===== config.mk =====
export PLATFORM = sky130hd
export DESIGN_NAME = mw_alu
export DESIGN_NICKNAME = d
export VERILOG_FILES = /design/src/rtl/mw_alu_pkg.sv /design/src/rtl/mw_alu_adder.sv /design/src/rtl/mw_alu_flags.sv /design/src/rtl/mw_alu_ccr.sv /design/src/rtl/mw_alu.sv
export SDC_FILE = /design/constraint.sdc
export NUM_CORES = 1
export LEC_CHECK = 0
export ABC_AREA = 0
export BUFFER_PORTS_ARGS = -buffer_cell sky130_fd_sc_hd__buf_2
export CAP_MARGIN = 20
export CORE_ASPECT_RATIO = 0.7
export CORE_MARGIN = 2
export CORE_UTILIZATION = 57
export CTS_CLUSTER_SIZE = 30
export DETAILED_ROUTE_END_ITERATION = 10
export MAX_ROUTING_LAYER = met4
export PLACE_DENSITY_LB_ADDON = 0.15
export SYNTH_ARGS = -nofsm -noshare
export SYNTH_HDL_FRONTEND = slang
export SYNTH_HIERARCHICAL = 1
export SYNTH_SLANG_ARGS = --single-unit

===== constraint.sdc =====
create_clock -name clk -period 6.3 [get_ports clk]
set_input_delay 1.26 -clock clk [delete_from_list [all_inputs] [get_ports clk]]
set_output_delay 1.26 -clock clk [all_outputs]
set_load 0.005 [all_outputs]

===== src/rtl/mw_alu_pkg.sv =====
package mw_alu_pkg;
  parameter int unsigned XLEN = 32;
  localparam int unsigned HLEN = XLEN / 2;
  localparam int unsigned QLEN = XLEN / 4;

  typedef logic [XLEN-1:0] word_t;

  typedef enum logic [3:0] {
    OP_ADD  = 4'd0,
    OP_SUB  = 4'd1,
    OP_CMP  = 4'd2,
    OP_NEG  = 4'd3,
    OP_AND  = 4'd4,
    OP_OR   = 4'd5,
    OP_XOR  = 4'd6,
    OP_PADD = 4'd7,
    OP_PSUB = 4'd8
  } alu_op_e;

  function automatic word_t size_mask(input logic [1:0] sz);
    word_t m;
    case (sz)
      2'd0:    m = {{(XLEN-QLEN){1'b0}}, {QLEN{1'b1}}};
      2'd1:    m = {{(XLEN-HLEN){1'b0}}, {HLEN{1'b1}}};
      default: m = {XLEN{1'b1}};
    endcase
    return m;
  endfunction

  function automatic logic msb_at(input word_t x, input logic [1:0] sz);
    logic b;
    case (sz)
      2'd0:    b = x[QLEN-1];
      2'd1:    b = x[HLEN-1];
      default: b = x[XLEN-1];
    endcase
    return b;
  endfunction

  function automatic logic sign_ovf(input word_t a, input word_t b, input word_t s,
                                    input logic [1:0] sz);
    return (msb_at(a, sz) == msb_at(b, sz)) && (msb_at(s, sz) != msb_at(a, sz));
  endfunction
endpackage


===== src/rtl/mw_alu_adder.sv =====
module mw_alu_adder
  import mw_alu_pkg::*;
(
  input  alu_op_e    op,
  input  logic [1:0] size,
  input  word_t      dst,
  input  word_t      src,
  output word_t      opa,
  output word_t      opb,
  output word_t      sum
);
  word_t m;

  always_comb begin
    m   = size_mask(size);
    opa = (op == OP_NEG) ? '0 : (dst & m);
    opb = (op == OP_ADD) ? (src & m) : ((~src + 1'b1) & m);
    sum = (opa + opb) & m;
  end
endmodule


===== src/rtl/mw_alu_flags.sv =====
module mw_alu_flags
  import mw_alu_pkg::*;
(
  input  alu_op_e    op,
  input  logic [1:0] size,
  input  logic       arith,
  input  word_t      res,
  input  word_t      opa,
  input  word_t      opb,
  input  word_t      src,
  input  logic       c_old,
  output logic [3:0] nzvc
);
  word_t m;
  logic  n, z, v, c;

  always_comb begin
    m = size_mask(size);
    n = msb_at(res, size);
    z = ((res & m) == '0);
    if (arith) begin
      v = sign_ovf(opa, opb, res, size);
      if (op == OP_ADD) c = (res < opa) || (res < opb);
      else              c = (src & m) > opa;
    end else begin
      v = 1'b0;
      c = c_old;
    end
    nzvc = {n, z, v, c};
  end
endmodule


===== src/rtl/mw_alu_ccr.sv =====
module mw_alu_ccr (
  input  logic       clk,
  input  logic       rst,
  input  logic       load,
  input  logic [3:0] nzvc,
  output logic [3:0] ccr_q
);
  always_ff @(posedge clk) begin
    if (rst)       ccr_q <= 4'h0;
    else if (load) ccr_q <= nzvc;
  end
endmodule


===== src/rtl/mw_alu.sv =====
module mw_alu
  import mw_alu_pkg::*;
(
  input  logic            clk,
  input  logic            rst,
  input  logic [3:0]      op_i,
  input  logic [1:0]      size_i,
  input  logic [XLEN-1:0] dst_i,
  input  logic [XLEN-1:0] src_i,
  input  logic            ccr_we_i,
  output logic [XLEN-1:0] result_o,
  output logic            wb_o,
  output logic [3:0]      ccr_o
);
  alu_op_e op;
  logic    is_arith, is_logic, is_ptr, flag_load;
  word_t   opa, opb, sum, log_res, ptr_res, flag_src;
  logic [3:0] nzvc;

  assign op       = alu_op_e'(op_i);
  assign is_arith = (op == OP_ADD) || (op == OP_SUB) || (op == OP_CMP) || (op == OP_NEG);
  assign is_logic = (op == OP_AND) || (op == OP_OR) || (op == OP_XOR);
  assign is_ptr   = (op == OP_PADD) || (op == OP_PSUB);

  mw_alu_adder u_adder (
    .op(op), .size(size_i), .dst(dst_i), .src(src_i),
    .opa(opa), .opb(opb), .sum(sum)
  );

  always_comb begin
    case (op)
      OP_AND:  log_res = dst_i & src_i;
      OP_OR:   log_res = dst_i | src_i;
      default: log_res = dst_i ^ src_i;
    endcase
    log_res = log_res & size_mask(size_i);
    ptr_res = (op == OP_PADD) ? (dst_i + src_i) : (dst_i - src_i);
    flag_src = is_arith ? sum : log_res;
  end

  mw_alu_flags u_flags (
    .op(op), .size(size_i), .arith(is_arith), .res(flag_src),
    .opa(opa), .opb(opb), .src(src_i), .c_old(ccr_o[0]), .nzvc(nzvc)
  );

  assign flag_load = ccr_we_i && (is_arith || is_logic);

  mw_alu_ccr u_ccr (
    .clk(clk), .rst(rst), .load(flag_load), .nzvc(nzvc), .ccr_q(ccr_o)
  );

  always_comb begin
    if (is_arith)      result_o = sum;
    else if (is_logic) result_o = log_res;
    else if (is_ptr)   result_o = ptr_res;
    else               result_o = '0;
    wb_o = (is_arith && op != OP_CMP) || is_logic || is_ptr;
  end

  // synchronous reset clears the flags
  a_r1_reset_clears: assert property (@(posedge clk) rst |=> (ccr_o == 4'h0));
  // flags hold without load enable
  a_r1_hold_no_we: assert property (@(posedge clk) disable iff (rst)
    !ccr_we_i |=> $stable(ccr_o));
  // compare never writes back
  a_r4_cmp_no_wb: assert property (@(posedge clk) disable iff (rst)
    (op_i == 4'd2) |-> !wb_o);
  // pointer adjust leaves the flags alone
  a_r9_ptr_keeps_ccr: assert property (@(posedge clk) disable iff (rst)
    (op_i == 4'd7 || op_i == 4'd8) |=> $stable(ccr_o));
  // logic ops clear V and keep C
  a_r8_logic_vc: assert property (@(posedge clk) disable iff (rst)
    (ccr_we_i && op_i >= 4'd4 && op_i <= 4'd6) |=>
      (ccr_o[1] == 1'b0) && (ccr_o[0] == $past(ccr_o[0])));
  // Z follows a zero result
  a_r7_zero_flag: assert property (@(posedge clk) disable iff (rst)
    (ccr_we_i && op_i <= 4'd6) |=> (ccr_o[2] == ($past(result_o) == '0)));
  // unlisted codes neither write back nor touch flags
  a_r10_undef_quiet: assert property (@(posedge clk) disable iff (rst)
    (op_i >= 4'd9) |-> (!wb_o && result_o == '0));
endmodule


==> metrics.md <==
| Metric | Value |
|---|---|
| Site row count | 41 |
| Layout Skew | 0 ns |
| Max reg flops | 4 |
| CTS tree | done |
| Max Cap Violations | 0 |
| Residual DRC | 4 |
| Final WL | 44,540 µm |
| DIE AREA | 0.01979 mm² |
| H-Tree Level Count | 1 |
| Seq cells post-synth | 4 |
| Mux cell area share after synthesis | 0.01976 |
| Synth unique cells | 82 |
| Failing checks | DRC, setup timing |
| Met1 Use GR | 0.6385 |
| DP Cell Count | 2,069 |
| Clock Tree Buf Depth | 2 |
| Total number of vias | 13,370 |
| Final TNS setup | -0.1329 ns |
| Gate Count Post-Synth | 1,559 |
| Peak VDD IR | 0.00009304 V |
| GRT busiest layer | met1 |
| Share of layout cells above drive strength 1 | 0.2719 |
| Post-synthesis sequential area ratio | 0.007528 |
| Pre-CTS setup slack | -0.4812 ns |
| Port buffer count | 109 |
| Synthesized area | 0.01064 mm² |
| Drt wl/cell | 21.34 µm |
| Crit-path max cell delay | 0.51 ns |
| CP Buf/Inv Count | 6 |
| Synthesis-to-layout area growth | 29.70% |
| Worst slew pin tran | 1.289 ns |
| Pleak | 7.083 nW |
| Worst path slowest cell | or4_4 |
| Register with the most flip-flops | u_ccr/ccr_q |
| Min Tclk post-route | 6.358 ns |
| GRT met2 Usage | 0.5692 |
| Final worst slack | -0.05830 ns |
| Design Area, Final | 0.01380 mm² |
| Pwr Density | 116.9 mW/mm² |
| Pre-Repair DR Iteration Count | 11 |
| YS warnings | 6 |
| Slew margin rel. | 0.1330 |
| Achievable frequency | 157.3 MHz |
| Gpl congestion | 1.106 |
| DP Area | 0.01295 mm² |
| Largest net degree at the start of global routing | 44 |
| Ys async rst share | 0 |
| Initial antenna violation count | 0 |
| CTS Sinks | 4 |
| Regs by FF count | u_ccr/ccr_q x4 |
| Final cell count without fillers | 2,087 |
| Hold Violations, Final | 0 |
| Clk Latency, worst-skew pair | 0.23 ns |
| CTS Root Cell | clkbuf_16 |
| Total GRT Usage | 0.4327 |
| I/O pins | 110 |
| Crit path DAT | 5.10 ns |
| Cells along the critical path | buf_6 -> or4_4 -> or4_4 -> buf_6 -> nor2_2 -> a21oi_2 -> xnor2_1 -> nor2_2 -> ha_1 -> inv_1 -> o21bai_1 -> a21bo_2 -> a21o_1 -> a221oi_2 -> mux2i_1 -> buf_4 -> buf_4 -> a22oi_1 -> o21ai_1 -> buf_2 |
| Vias/cell | 6.408 |
| Clock transition at path regs | 0.03 ns |
| Area share of fa/ha/maj cells after synthesis | 0.2708 |
| Total grt overflow | 0 |
| Mean area per synthesized cell | 6.823 µm² |
| Post-synth top area share | 0.2670 |
| Die Ht | 118.3 µm |
| Slew Viols, Final | 0 |
| Net Count, Synth | 1,861 |
| Largest fanout on the critical path | 3 |
| Nets | 2,154 |
| First-pass GRT wire length | 65,800 µm |
| Drt first-iter violations | 1,915 |
| Antenna Nets Post-Route | 0 |
| Simple-gate share of the synthesized area | 0.2310 |
| CP Data Required Time | 5.04 ns |
| Hold WS | 0.4861 ns |
| Top_reg_cell synth | dfxtp_1 |
| Largest family of logic cells by synthesized area | compound AO/OA/AOI/OAI gates |
| Final worst path period share | 1.009 |
| Final Power | 1.612 mW |
| Commonest cells after routing, fill and taps aside | buf_4 (237), ha_1 (216), inv_1 (152), nand2_1 (133), a21oi_1 (114) |
| CTS buffer count | 3 |
| DP HPWL | 36,530 µm |
| Synth top area cells | ha_1 (27%), a21oi_1 (6.4%), xnor2_1 (5.7%) |
| CP Launch Type | input pin |
| Die width | 167.3 µm |
| Initial Util | 0.5858 |
| Most common cell after layout, fill and taps aside | buf_4 |
| Post-Synth XOR/XNOR Area | 0.08727 |
| Min-Delay Path Class | reg -> reg |
| Vias in the first global route | 11,890 |
| RSZ-0062 raised after global routing | yes |
| Cell taking the most area after synthesis | ha_1 |
| Worst path top cell family by delay | compound AO/OA/AOI/OAI gates |
| Status | complete, but fails checks |
| Post-synthesis compound-gate area fraction | 0.3016 |
| Kind of critical path | in -> out |
| Filler cell count in the final layout | 1,450 |
| Placeable Area | 0.01816 mm² |
| Post-synth EDFFs | 0 |
| Final Setup Violations | 4 |
| Finished Core Util | 0.7597 |
| CP endpoint kind | output port |
| GR Util met3 | 0.1527 |
-- cells in the mapped netlist, drive strengths merged (4+ instances only) --
| cell type | instances |
|---|---|
| and2 | 49 |
| and4 | 7 |
| ha | 227 |
| nand2 | 139 |
| or2 | 4 |
| a211oi | 24 |
| o221ai | 5 |
| o21a | 8 |
| mux2i | 21 |
| nand2b | 12 |
| buf | 15 |
| nand4 | 36 |
| o21ai | 96 |
| a31oi | 11 |
| or4 | 7 |
| and3 | 8 |
| nor3 | 25 |
| nor4 | 21 |
| a21oi | 138 |
| a21o | 72 |
| a221o | 6 |
| a2111oi | 5 |
| nor2b | 24 |
| a22oi | 23 |
| nor2 | 119 |
| dfxtp | 4 |
| a221oi | 5 |
| xnor2 | 69 |
| o41ai | 6 |
| inv | 157 |
| a211o | 4 |
| o211ai | 24 |
| o31ai | 15 |
| o21bai | 12 |
| clkbuf | 51 |
| nand3 | 17 |
| xor2 | 37 |
| or3 | 10 |
| o22ai | 5 |
-- kinds of logic (layout without fill, tap and decap cells) --
kind of cell | Yosys count | count (layout)
adder cells (fa/ha/maj) | 229 | 229
AND/OR/NAND/NOR | 488 | 488
buffers and inverters | 223 | 514
multiplexers | 21 | 21
flip-flops | 4 | 4
AO/OA/AOI/OAI | 488 | 488
other | 0 | 1
XOR/XNOR | 106 | 106
-- worst reg2reg max path: stages, from the launching register on --
cell and delay, ns:
dfxtp_1 0.42, nor2_1 0.07, a41o_1 0.23, a211oi_2 0.20
mux2i_1 0.10, nor2_1 0.09
-- area by class of cell --
cell class,count,area (µm²),share of cell area
Multi-Input combinational cell,1332,10310,0.7472
Timing Repair Buffer,354,2446,0.1773
Inverter,157,589.3,0.04271
Tap cell,236,295.3,0.02140
Sequential cell,4,80.08,0.005804
Clock buffer,3,75.07,0.005441
Antenna cell,1,2.502,0.0001814
-- metal layers --
layer	vias up	wire length, µm
met3	80	7112
met2	933	16720
met4	0	681
li1	6208	-
met1	6153	20030
met5	-	0
-- where the power goes --
group | internal, mW | switching, mW
clock network | 0.0813 | 0.0198
registers | 0.0261 | 0.000604
logic | 0.638 | 0.846
total | 0.746 | 0.867
-- final timing paths --
path	start	to	slack, ns	cells past startpoint
max	src_i[19]	result_o[30]	-0.06	20
min	u_ccr/ccr_q[1]	u_ccr/ccr_q[1]	0.49	2
max reg2reg	u_ccr/ccr_q[0]	u_ccr/ccr_q[0]	5.13	5
min reg2reg	u_ccr/ccr_q[1]	u_ccr/ccr_q[1]	0.49	2
-- timing repair --
item	4_1_cts	5_1_grt
setup endpoints to repair	14	21
setup buffers	3	11
gates resized for setup	42	122
hold endpoints to repair	0	0
hold buffers	0	0
pin swaps	19	52
Note: power is estimated with default switching activity, not from simulation.
